[config.mk]
export PLATFORM = sky130hd
export DESIGN_NAME = xlat_walker
export DESIGN_NICKNAME = d
export VERILOG_FILES = /design/src/rtl/xw_pkg.sv /design/src/rtl/xw_addr_gen.sv /design/src/rtl/xw_entry_dec.sv /design/src/rtl/xlat_walker.sv
export SDC_FILE = /design/constraint.sdc
export NUM_CORES = 1
export LEC_CHECK = 0
export ABC_AREA = 1
export BUFFER_PORTS_ARGS = -buffer_cell sky130_fd_sc_hd__buf_2
export CAP_MARGIN = 20
export CORE_MARGIN = 5
export CORE_UTILIZATION = 58
export DETAILED_ROUTE_END_ITERATION = 7
export GPL_TIMING_DRIVEN = 0
export PLACE_DENSITY_LB_ADDON = 0.25
export SYNTH_ARGS = -nofsm -noshare
export SYNTH_HDL_FRONTEND = slang
export SYNTH_SLANG_ARGS = --single-unit
[constraint.sdc]
create_clock -name clk -period 5 [get_ports clk]
set_clock_uncertainty 0.05 [all_clocks]
set_input_delay 1 -clock clk [delete_from_list [all_inputs] [get_ports clk]]
set_output_delay 1 -clock clk [all_outputs]
set_load 0.05 [all_outputs]
[src/rtl/xw_pkg.sv]
package xw_pkg;

   typedef enum logic [2:0] {
      S_IDLE,
      S_SEG_REQ,
      S_SEG_WAIT,
      S_PG_REQ,
      S_PG_WAIT
   } walk_st_t;

   localparam logic [7:0] XC_NONE = 8'd0;
   localparam logic [7:0] XC_SPEC = 8'd6;
   localparam logic [7:0] XC_SEG  = 8'd16;
   localparam logic [7:0] XC_PAGE = 8'd17;

endpackage

[src/rtl/xw_addr_gen.sv]
// Entry address arithmetic and the segment bound check for the wide mode.
module xw_addr_gen #(
   parameter int VPN_W     = 20,
   parameter int ADDR_W    = 24,
   parameter int LEN_W     = 8,
   parameter int GRP_LG    = 4,
   parameter int PAGE_IX_W = 8,
   parameter int SEG_IX_N  = 4,
   parameter int ALIGN_LG  = 6,
   parameter bit EXT_EN    = 1'b1
) (
   input  logic [VPN_W-1:0]        vpn,
   input  logic [LEN_W+ADDR_W-1:0] str,
   input  logic                    mode32,
   input  logic [ADDR_W-1:0]       pto,
   output logic [ADDR_W-1:0]       seg_addr,
   output logic [ADDR_W-1:0]       pg_addr,
   output logic [PAGE_IX_W-1:0]    page_ix,
   output logic                    seg_oob
);
   localparam int SEG_IX_X = LEN_W + GRP_LG;
   localparam int STR_W    = LEN_W + ADDR_W;

   logic [ADDR_W-1:0]   sto;
   logic [SEG_IX_X-1:0] seg_ix;
   logic                unused_align;

   assign sto          = {str[ADDR_W-1:ALIGN_LG], {ALIGN_LG{1'b0}}};
   assign unused_align = ^str[ALIGN_LG-1:0];
   assign page_ix      = vpn[PAGE_IX_W-1:0];

   generate
      if (EXT_EN) begin : g_ext
         logic [SEG_IX_X-1:0] seg_lim;
         assign seg_lim = {str[STR_W-1 -: LEN_W], {GRP_LG{1'b1}}};
         always_comb begin
            if (mode32) seg_ix = vpn[PAGE_IX_W +: SEG_IX_X];
            else        seg_ix = SEG_IX_X'(vpn[PAGE_IX_W +: SEG_IX_N]);
            seg_oob = mode32 && (seg_ix > seg_lim);
         end
      end else begin : g_base
         logic unused_ext;
         assign unused_ext = mode32 ^ (^str[STR_W-1:ADDR_W]) ^ (^vpn[VPN_W-1:PAGE_IX_W+SEG_IX_N]);
         assign seg_ix     = SEG_IX_X'(vpn[PAGE_IX_W +: SEG_IX_N]);
         assign seg_oob    = 1'b0;
      end
   endgenerate

   assign seg_addr = sto + ADDR_W'({seg_ix, 2'b00});
   assign pg_addr  = pto + ADDR_W'({page_ix, 1'b0});

endmodule

[src/rtl/xw_entry_dec.sv]
// Field decode of a segment word and a page halfword taken from the response bus.
module xw_entry_dec #(
   parameter int ADDR_W    = 24,
   parameter int LEN_W     = 8,
   parameter int PAGE_IX_W = 8,
   parameter int BLOCK_W   = 12,
   parameter int RSV_W     = 3
) (
   input  logic [LEN_W+ADDR_W-1:0]      seg_word,
   input  logic [BLOCK_W+RSV_W:0]       pg_half,
   input  logic [PAGE_IX_W-1:0]         page_ix,
   output logic                         seg_inv,
   output logic                         len_over,
   output logic [ADDR_W-1:0]            pto,
   output logic                         pg_inv,
   output logic                         pg_rsv,
   output logic [BLOCK_W-1:0]           block
);
   localparam int SEG_W = LEN_W + ADDR_W;
   localparam int PTE_W = BLOCK_W + RSV_W + 1;

   assign seg_inv  = seg_word[0];
   assign pto      = {seg_word[ADDR_W-1:1], 1'b0};
   assign len_over = 32'(page_ix) > 32'(seg_word[SEG_W-1 -: LEN_W]);
   assign block    = pg_half[PTE_W-1 -: BLOCK_W];
   assign pg_inv   = pg_half[RSV_W];
   assign pg_rsv   = |pg_half[RSV_W-1:0];

endmodule

[src/rtl/xlat_walker.sv]
module xlat_walker
   import xw_pkg::*;
#(
   parameter int VA_W      = 32,
   parameter int ADDR_W    = 24,
   parameter int OFF_W     = 12,
   parameter int PAGE_IX_W = 8,
   parameter int SEG_IX_N  = 4,
   parameter int LEN_W     = 8,
   parameter int GRP_LG    = 4,
   parameter int ALIGN_LG  = 6,
   parameter int RSV_W     = 3,
   parameter bit EXT_EN    = 1'b1
) (
   input  logic                    clk,
   input  logic                    rst_n,
   input  logic                    start,
   input  logic [VA_W-1:0]         va,
   input  logic                    mode32,
   input  logic [LEN_W+ADDR_W-1:0] str,
   output logic                    busy,
   output logic                    done,
   output logic [ADDR_W-1:0]       pa,
   output logic [7:0]              exc_code,
   output logic [VA_W-1:0]         tea,
   output logic                    mem_req_valid,
   input  logic                    mem_req_ready,
   output logic [ADDR_W-1:0]       mem_req_addr,
   output logic                    mem_req_half,
   input  logic                    mem_rsp_valid,
   input  logic [LEN_W+ADDR_W-1:0] mem_rsp_data
);
   localparam int STR_W   = LEN_W + ADDR_W;
   localparam int BLOCK_W = ADDR_W - OFF_W;
   localparam int PTE_W   = BLOCK_W + RSV_W + 1;
   localparam int VPN_W   = VA_W - OFF_W;

   // elaboration-time parameter checks
   if (VA_W < OFF_W + PAGE_IX_W + LEN_W + GRP_LG) begin : g_bad_va
      $error("xlat_walker: VA_W too narrow for the wide segment index");
   end
   if (OFF_W + PAGE_IX_W + SEG_IX_N != ADDR_W) begin : g_bad_map
      $error("xlat_walker: narrow-mode fields must span ADDR_W bits");
   end
   if (PTE_W > STR_W) begin : g_bad_pte
      $error("xlat_walker: page entry wider than the data bus");
   end
   if (ALIGN_LG < 2 || ALIGN_LG >= ADDR_W) begin : g_bad_align
      $error("xlat_walker: ALIGN_LG out of range");
   end

   walk_st_t              st, nxt;
   logic [VA_W-1:0]       va_q;
   logic [STR_W-1:0]      str_q;
   logic                  mode_q, mode_in;
   logic [ADDR_W-1:0]     pto_q, pto_w, seg_addr, pg_addr;
   logic [PAGE_IX_W-1:0]  page_ix;
   logic                  seg_oob, seg_inv, len_over, pg_inv, pg_rsv;
   logic [BLOCK_W-1:0]    block;
   logic                  fin;
   logic [7:0]            fcode;

   generate
      if (EXT_EN) begin : g_mode
         assign mode_in = mode32;
      end else begin : g_nomode
         logic unused_mode;
         assign unused_mode = mode32;
         assign mode_in     = 1'b0;
      end
   endgenerate

   xw_addr_gen #(
      .VPN_W(VPN_W), .ADDR_W(ADDR_W), .LEN_W(LEN_W), .GRP_LG(GRP_LG),
      .PAGE_IX_W(PAGE_IX_W), .SEG_IX_N(SEG_IX_N), .ALIGN_LG(ALIGN_LG), .EXT_EN(EXT_EN)
   ) u_agen (
      .vpn(va_q[VA_W-1:OFF_W]), .str(str_q), .mode32(mode_q), .pto(pto_q),
      .seg_addr(seg_addr), .pg_addr(pg_addr), .page_ix(page_ix), .seg_oob(seg_oob)
   );

   xw_entry_dec #(
      .ADDR_W(ADDR_W), .LEN_W(LEN_W), .PAGE_IX_W(PAGE_IX_W),
      .BLOCK_W(BLOCK_W), .RSV_W(RSV_W)
   ) u_dec (
      .seg_word(mem_rsp_data), .pg_half(mem_rsp_data[PTE_W-1:0]), .page_ix(page_ix),
      .seg_inv(seg_inv), .len_over(len_over), .pto(pto_w),
      .pg_inv(pg_inv), .pg_rsv(pg_rsv), .block(block)
   );

   assign mem_req_valid = (st == S_SEG_REQ && !seg_oob) || (st == S_PG_REQ);
   assign mem_req_half  = (st == S_PG_REQ);
   assign mem_req_addr  = (st == S_PG_REQ) ? pg_addr : seg_addr;

   always_comb begin
      fin   = 1'b0;
      fcode = XC_NONE;
      nxt   = st;
      case (st)
         S_IDLE:     if (start) nxt = S_SEG_REQ;
         S_SEG_REQ: begin
            if (seg_oob) begin
               fin   = 1'b1;
               fcode = XC_SEG;
            end else if (mem_req_ready) begin
               nxt = S_SEG_WAIT;
            end
         end
         S_SEG_WAIT: begin
            if (mem_rsp_valid) begin
               if (seg_inv) begin
                  fin   = 1'b1;
                  fcode = XC_SEG;
               end else if (len_over) begin
                  fin   = 1'b1;
                  fcode = XC_PAGE;
               end else begin
                  nxt = S_PG_REQ;
               end
            end
         end
         S_PG_REQ:   if (mem_req_ready) nxt = S_PG_WAIT;
         S_PG_WAIT: begin
            if (mem_rsp_valid) begin
               fin = 1'b1;
               if (pg_inv)      fcode = XC_PAGE;
               else if (pg_rsv) fcode = XC_SPEC;
               else             fcode = XC_NONE;
            end
         end
         default:    nxt = S_IDLE;
      endcase
      if (fin) nxt = S_IDLE;
   end

   always_ff @(posedge clk or negedge rst_n) begin
      if (!rst_n) begin
         st       <= S_IDLE;
         va_q     <= '0;
         str_q    <= '0;
         mode_q   <= 1'b0;
         pto_q    <= '0;
         busy     <= 1'b0;
         done     <= 1'b0;
         pa       <= '0;
         exc_code <= XC_NONE;
         tea      <= '0;
      end else begin
         st   <= nxt;
         done <= fin;
         if (st == S_IDLE && start) begin
            va_q   <= va;
            str_q  <= str;
            mode_q <= mode_in;
            busy   <= 1'b1;
         end
         if (st == S_SEG_WAIT && mem_rsp_valid) pto_q <= pto_w;
         if (fin) begin
            busy     <= 1'b0;
            exc_code <= fcode;
            if (fcode == XC_NONE) begin
               pa <= {block, va_q[OFF_W-1:0]};
            end else begin
               pa  <= '0;
               tea <= va_q;
            end
         end
      end
   end

endmodule

# Yosys cells after proc, flatten, opt, wreduce, memory -nomap -nowiden
# Index checks and enable logic that the tools add are counted.
[totals]
ff_bits = 157
in_bits = 102
out_inout_bits = 92
word_cells = 67
[op_classes]
add_sub_neg = 2
order_cmp = 2
eq_ne = 12
n_mux = 28
n_bitwise = 1
reduce_logical = 12
[ops]
columns = ["operator", "count"]
rows = [
  ["2-to-1 mux 24 bit", 2],
  ["2-to-1 mux 5 bit", 6],
  ["2-to-1 mux 3 bit", 9],
  ["adder 24 x 14 -> 24 bit", 1],
  ["adder 24 x 9 -> 24 bit", 1],
  ["inequality test 3 bit (second input constant)", 6],
  ["one-hot mux 3 bit (5 select lines)", 1],
  ["one-hot mux 5 bit (3 select lines)", 1],
  ["> comparator 12 bit", 1],
  ["2-to-1 mux 12 bit", 1],
  ["> comparator 8 bit", 1],
  ["zero test 8 bit", 1],
  ["AND reduction 8 bit", 1],
  ["2-to-1 mux 1 bit", 7],
  ["== test 3 x 2 -> 1 bit (second input constant)", 2],
  ["logical AND 1 bit", 4],
  ["== test 3 x 1 -> 1 bit (second input constant)", 1],
  ["== test 3 bit (second input constant)", 1],
  ["zero test 3 bit", 1],
  ["inequality test 3 x 2 -> 1 bit (second input constant)", 1],
  ["one-hot mux 1 bit (3 select lines)", 1],
  ["OR reduction 3 bit", 1],
  ["inequality test 2 bit (second input constant)", 1],
  ["AND reduction 2 bit", 1],
  ["other kinds (4)", 4],
]

# Logic depth before layout (Yosys ltp)
# Gate-level depths: netlist (run 1).
[depth]
word_depth = 8
depth_mapped = 17
depth_no_buf = 17

# By module
# A second synthesis (run 1) with hierarchy kept.
[unflattened]
cells_unflattened = 1050
area_unflattened_um2 = 8778.4
[by_module_without_submodules]
columns = ["module", "n_inst", "cells_per_inst", "area_per_inst_um2", "seq_area_each_um2"]
rows = [
  ["xlat_walker", 1, 606, 6302.3, 3828.7],
  ["xw_addr_gen", 1, 367, 1959.4, 0.0],
  ["xw_entry_dec", 1, 77, 516.7, 0.0],
]

# Worst setup path after synthesis (run 1)
# OpenSTA, ideal clock, no wires.
[synth_timing]
kind = "register -> output"
startpoint = "register va_q[12]"
endpoint = "output port mem_req_addr[7]"
arrival_ns = 2.614
required_ns = 3.950
path_slack_ns = 1.336
path_stages_with_launch = 10
n_path_buf = 0
path_cell_list = "dfrtp_1 -> ha_1 -> inv_1 -> fa_1 -> nand3b_1 -> nand2_1 -> a21oi_1 -> o21bai_1 -> xnor2_1 -> o21ai_0"
[synth_via]
elab_chain_cells = 2
[synth_rtl]
columns = ["element", "line", "text"]
rows = [
  ["start, declared", "xlat_walker.sv:53", "logic [VA_W-1:0] va_q;"],
  ["start signal, assigned", "xlat_walker.sv:151", "va_q <= va;"],
  ["adder 24 x 9 -> 24 bit", "xw_addr_gen.sv:50", "assign pg_addr = pto + ADDR_W'({page_ix, 1'b0});"],
  ["2-to-1 mux 24 bit", "xlat_walker.sv:92", "assign mem_req_addr = (st == S_PG_REQ) ? pg_addr : seg_addr;"],
  ["end, declared", "xlat_walker.sv:28", "output logic [ADDR_W-1:0] mem_req_addr,"],
]
# Every way passes these cells.

# Worst setup path in the final report (run 1)
[layout_timing]
startpoint = "register va_q[12]"
endpoint = "output port mem_req_addr[19]"
# The elaborated chain is that of the path after synthesis.

==> flow_summary.json, run 1 <==
{
  "setup_viol": 0,
  "worstPathMaxFanout": 4,
  "area_delta_synth_final_pct": 22.0,
  "startpoint_type": "flip-flop",
  "synth_enable_flop_cells": 0,
  "synthTopCellsByCount": "nand2_1, dfrtp_1, inv_1, nand3_1",
  "status": "finished clean",
  "critPathMaxStageDelay_ps": 420,
  "grt_pass1_wl_um": 35900,
  "grt_max_degree": 98,
  "cp_common_cell": "nand2_1",
  "cts_hold_buffers": 0,
  "cts.reportedPaths.clkPinSlew_ps": 70,
  "cp_cell_sequence": "ha_1, inv_1, fa_1, nand3b_1, nand2_1, nand3b_1, nand2_1, nand2_1, nor2_1, nand2_1, a21oi_1, o21ai_0, nand2_1, buf_2",
  "drive_above_1_share_pct": 26.7,
  "wl_per_cell_um": 16.5,
  "fin_util_pct": 72.6,
  "tightest_slew_ps": 679,
  "hold_class": "reg -> reg",
  "globalplace.congestion": 0.910,
  "yosysTopAreaCellShare_pct": 46.0,
  "first_iter_violations": 710,
  "die_width_um": 127,
  "tns_ps": 0,
  "cts_tree": "yes",
  "synth.most_common_cell": "nand2_1",
  "via_per_inst": 5.42,
  "dr.pass1.iters": 7,
  "ys_seq_area_share_pct": 46.0,
  "row_count": 42,
  "reg2reg_slack_ps": 2460,
  "synth_area_leaders": "dfrtp_1, nand2_1, mux2_2",
  "final_nets": 1300,
  "port_buffers": 182,
  "remaining_drc_errors": 0,
  "cts-root-buf": "clkbuf_16",
  "synth_area_leader_cell": "dfrtp_1",
  "wl_um": 22400,
  "htree_levels": 4,
  "dp_hpwl_um": 16800,
  "finalNonFillerCells": 1358,
  "start_util_pct": 59.5,
  "cts_setup_buffers": 0,
  "drv_cap": 0,
  "whs_ps": 428,
  "worstSkewPairLatency_ps": 430,
  "crit_arrival_ps": 3120,
  "grt_pass1_vias": 7047,
  "antenna_found_initial": 1,
  "cts.repair.resized": 0,
  "cp-end-kind": "output port",
  "drv_slew": 0,
  "critPathBufInv": 2,
  "cpLargestDelayFamily": "simple AND/OR/NAND/NOR gates",
  "ys_seq_elements": 146,
  "min_period_over_period_pct": 83.4,
  "synthArstFlopShare_pct": 100,
  "cts_made_buffers": 17,
  "place_inst": 1325,
  "synth_area_mm2": 0.00794,
  "dieArea_mm2": 0.0161,
  "die_h_um": 127,
  "track_usage_pct": 28.1,
  "ys_warn_count": 0,
  "finalCriticalPeriod_ps": 4170,
  "synthCells": 962,
  "rsz0062_at_grt": "no",
  "hold_violations": 0,
  "avgSynthCellArea_um2": 8.25,
  "grt_overflow": 0,
  "crit_slowest_cell": "dfrtp_1",
  "core-area_mm2": 0.0133,
  "max-slew-margin-rel_pct": 54.7,
  "worstSetupPathType": "reg -> out",
  "clkSinkCount": 146,
  "vias": 7358,
  "synthFlopType": "dfrtp_1",
  "ant_nets": 0,
  "worst_ep_required_time_ps": 3950,
  "num_io_pins": 194,
  "clock_path_buffers": 2,
  "fmax_mhz": 240,
  "yosysUniqueCellTypes": 47
}
## worst paths after layout
path | from | end | cells past startpoint
worst max-delay path | va_q[12] | mem_req_addr[19] | 14
worst min-delay path | exc_code[4] | exc_code[4] | 2
worst max register to register | mode_q | tea[24] | 15
worst min register to register | exc_code[4] | exc_code[4] | 2
max in group asynchronous | rst_n | tea[4] | 2
min in group asynchronous | rst_n | str_q[28] | 1
## cell type report
type / count / area, um^2
timing repair buffer: 183 / 945
buffer: 42 / 258
tap: 176 / 220
clock buffer: 18 / 439
clock inverter: 14 / 129
multi-input combinational: 689 / 3710
sequential: 146 / 3650
antenna: 1 / 2.50
inverter: 89 / 334
fill: 1078 / 3660
## tightest hold or removal path: cells and delay by family, from the launching register on
kind | cells | cell delay [ps]
AND/OR/NAND/NOR | 2 | 110
flip-flops | 1 | 340
## per-stage QoR
| stage | setup slack, ps | area [um^2] |
|---|---|---|
| 6_report | 831 | 9690 |
| 5_1_grt | 605 | 9690 |
| 4_1_cts | 831 | 9690 |
| 3_5_place_dp | 1310 | 9120 |
| 3_3_place_gp | 788 | 9090 |
| 2_1_floorplan | 1340 | 7960 |
## per-layer routing
metal | wire [um] | up-vias | part of all wire (%) | GRT usage [%]
met2 | 11000 | 313 | 49 | 45.5
met1 | 8940 | 3473 | 40 | 36.6
met5 | 11 | - | 0.049 | 0
met4 | 393 | 2 | 1.8 | 9.34
li1 | - | 3533 | - | -
met3 | 2080 | 37 | 9.3 | 8.18
## sequential cells by signal, indices dropped and copies added, names as in the netlist
register,flops
st,3
busy,1
pa,24
tea,32
str_q,26
va_q,32
pto_q,23
exc_code,3
done,1
mode_q,1
## layout by cell type, fill, tap and decap left out, types with 11 or more instances in the layout
master / count
a21oi_1: 44
buf_2: 193
clkbuf_1: 11
clkbuf_16: 17
dfrtp_1: 146
ha_1: 29
inv_1: 86
mux2_2: 43
nand2_1: 308
nand3_1: 66
nand4_1: 12
nor2_1: 53
o21ai_0: 53
o21ai_1: 13
## cell families after synthesis
group                      Yosys count  share of synthesized area, %
other                                1                        0.0472
buffers and inverters              131                          7.45
adders and majority gates           30                          4.82
xor gates and xnor gates            11                          1.21
muxes                               43                          6.10
DFF                                146                          46.0
AOI/OAI and AO/OA                  134                          9.50
and+or+nand+nor                    466                          24.9
Power of run 1 is not shown: default switching activity piles up to over one toggle a cycle in this logic, so the estimate is an artifact.
==> run 2, diff against run 1 <==
ABC_AREA = 0   (was 1)
CORE_UTILIZATION = 54   (was 58)
clock period = 4.4 ns   (was 5 ns; I/O delays follow)
==> run 2 against run 1 <==
Synthesized cell count fell by 22%; sequential cell count unchanged; critical path depth decreased by 4; die area rose by 4.5%; count of clock-buffer cells in the layout increased by 3; register-to-register slack worse by 1500 ps; final cell count shrank 15%; sequential share of layout area is 0.13 points higher; setup slack worse by 660 ps; core utilization is 3.6 points lower.
==> flow_summary.json, run 2 <==
{
  "status": "finished clean",
  "drv_cap": 0,
  "synthArstFlopShare_pct": 100,
  "cts-root-buf": "clkbuf_16",
  "ys_seq_area_share_pct": 47.1,
  "cts_made_buffers": 17,
  "row_count": 43,
  "tightest_slew_ps": 762,
  "drv_slew": 0,
  "synth_top_family_by_area": "simple AND/OR/NAND/NOR gates",
  "port_buffers": 182,
  "fmax_mhz": 236,
  "min_period_over_period_pct": 96.2,
  "cp-end-kind": "output port",
  "worstPathMaxFanout": 10,
  "synth-xor-area-share_pct": 2.82,
  "htree_levels": 4,
  "synth.most_common_cell": "dfrtp_1",
  "globalplace.congestion": 0.928,
  "ant_nets": 0,
  "start_util_pct": 55.4,
  "final_nets": 1090,
  "synthTopCellsByCount": "dfrtp_1, nand2_1, nor2_1, mux2_2, o21ai_0",
  "whs_ps": 353,
  "power_density_mw_per_mm2": 932,
  "peakVddDrop_uv": 479,
  "avgSynthCellArea_um2": 10.3,
  "antenna_found_initial": 1,
  "grt_pass1_vias": 6307,
  "wl_per_cell_um": 17.8,
  "cts_setup_buffers": 0,
  "clkSinkCount": 146,
  "track_usage_pct": 24.8,
  "setup_viol": 0,
  "yosysUniqueCellTypes": 59,
  "cts_tree": "yes",
  "synthCells": 752,
  "synth_enable_flop_cells": 0,
  "die_h_um": 130,
  "first_iter_violations": 425,
  "grt_pass1_wl_um": 32400,
  "final_cell_mix": "buf_2, dfrtp_1, nand2_1",
  "p_leak_nw": 4.70,
  "final_common_cell": "buf_2",
  "finalCriticalPeriod_ps": 4230,
  "synth.mux.area_fraction_pct": 13.2,
  "max-slew-margin-rel_pct": 49.0,
  "ys_warn_count": 0,
  "reg_top3": "tea: 32 flops, va_q: 32 flops, str_q: 26 flops",
  "num_io_pins": 194,
  "vias": 6363,
  "worst_ep_required_time_ps": 3470,
  "synth_area_mm2": 0.00776,
  "area_delta_synth_final_pct": 24.5,
  "die_width_um": 130,
  "cts.reportedPaths.clkPinSlew_ps": 60,
  "postPlaceCellArea_mm2": 0.00894,
  "core-area_mm2": 0.0140,
  "synth_area_leader_cell": "dfrtp_1",
  "grt_max_degree": 97,
  "dr.pass1.iters": 5,
  "synth-simple-area-share_pct": 14.4,
  "drive_above_1_share_pct": 32.9,
  "wl_um": 20500,
  "dieArea_mm2": 0.0169,
  "synthAdderAreaFrac_pct": 4.94,
  "fin_area_mm2": 0.00966,
  "crit_arrival_ps": 3300,
  "startpoint_type": "flip-flop",
  "hold_class": "in -> async",
  "clock_path_buffers": 2,
  "hold_violations": 0,
  "grt_overflow": 0,
  "remaining_drc_errors": 0,
  "via_per_inst": 5.52,
  "yosysTopAreaCellShare_pct": 47.1,
  "ys_seq_elements": 146,
  "dp_hpwl_um": 15200,
  "worstSetupPathType": "reg -> out",
  "worstSkewPairLatency_ps": 420,
  "synthFlopType": "dfrtp_1",
  "synth_area_leaders": "dfrtp_1, mux2_2, mux2_4",
  "synth-compound-area-share_pct": 12.8
}
run 2: cell count changes in the layout (fill, tap and decap cells not counted), sizes merged, moves of 12 or more:
cell | before | now
o21ai | 75 | 42
clkbuf | 30 | 50
nand3 | 68 | 9
mux2 | 43 | 75
buf | 213 | 201
a22oi | 0 | 24
inv | 93 | 36
xnor2 | 5 | 22
a21oi | 45 | 24
nand2 | 311 | 104
run 2: final cells by class:
cell class                 instances  area, um^2
timing repair buffer             183         950
multi-input combinational        529        3820
clock buffer                      21         470
clock inverter                    11         173
tap                              180         225
buffer                            47         238
fill                            1118        4330
inverter                          34         128
sequential                       146        3650
antenna                            1        2.50
run 2: where the power goes:
part / leakage (nW) / switching (mW) / internal (mW)
combinational: 2.59 / 3.26 / 1.74
clock: 0.314 / 0.572 / 0.998
sequential: 1.80 / 0.478 / 1.95
run 2: cell families (layout without fill, tap and decap cells):
kind of cell	after synthesis	in the layout
adders and majority gates	30	30
AOI/OAI and AO/OA	150	150
buffers and inverters	81	296
xor gates and xnor gates	25	25
and+or+nand+nor	237	237
other	1	6
DFF	146	146
muxes	82	82
run 2: path summary, 6_finish.rpt:
path	startpoint	endpoint	slack (ps)	cells after the start
max	mode_q	mem_req_addr[13]	170	10
min	rst_n	tea[21]	350	1
min in group clk	tea[18]	tea[18]	450	1
max in group asynchronous	rst_n	pa[2]	3130	2
max reg2reg	mode_q	tea[5]	1000	10
min reg2reg	tea[18]	tea[18]	450	1
run 2: repair_timing:
action,CTS,global route
gates resized for setup,5,12
hold buffers,0,0
hold endpoints to repair,0,0
gates cloned,0,0
endpoints found under the setup margin,11,12
run 2: critical path, cell delays in order, from the launching register on:
cell and delay [ps]:
dfrtp_1 470, buf_2 240, and2_1 180, ha_1 230, o221ai_1 190, o21ai_0 180, a2111oi_2 460, o21bai_1 160
a221o_1 340, nor2_1 170, clkbuf_4 260
run 2: stage by stage:
step / total power [mW] / setup TNS (ps) / instances / setup slack, ps / utilization [%]
after CTS: 8.94 / 0 / 1151 / 0.812 / 68.6
final: 9.00 / 0 / 1152 / 167 / 69.0
after global placement: 7.21 / 0 / 1118 / 216 / 63.7
after global routing: 9.54 / -13.8 / 1152 / -12.2 / 69.0
after floorplan: 6.11 / 0 / 756 / 148 / -
after detailed placement: 7.29 / 0 / 1119 / 329 / 63.9
run 2: metal layers:
metal | vias up | global-route usage, % | part of all wire [%]
met1 | 3026 | 34.0 | 44
met5 | - | 0 | 0
met3 | 31 | 7.25 | 7.7
met4 | 0 | 8.19 | 1.9
li1 | 3065 | - | -
met2 | 241 | 38.2 | 46
Power figures use the tool's default switching activity.
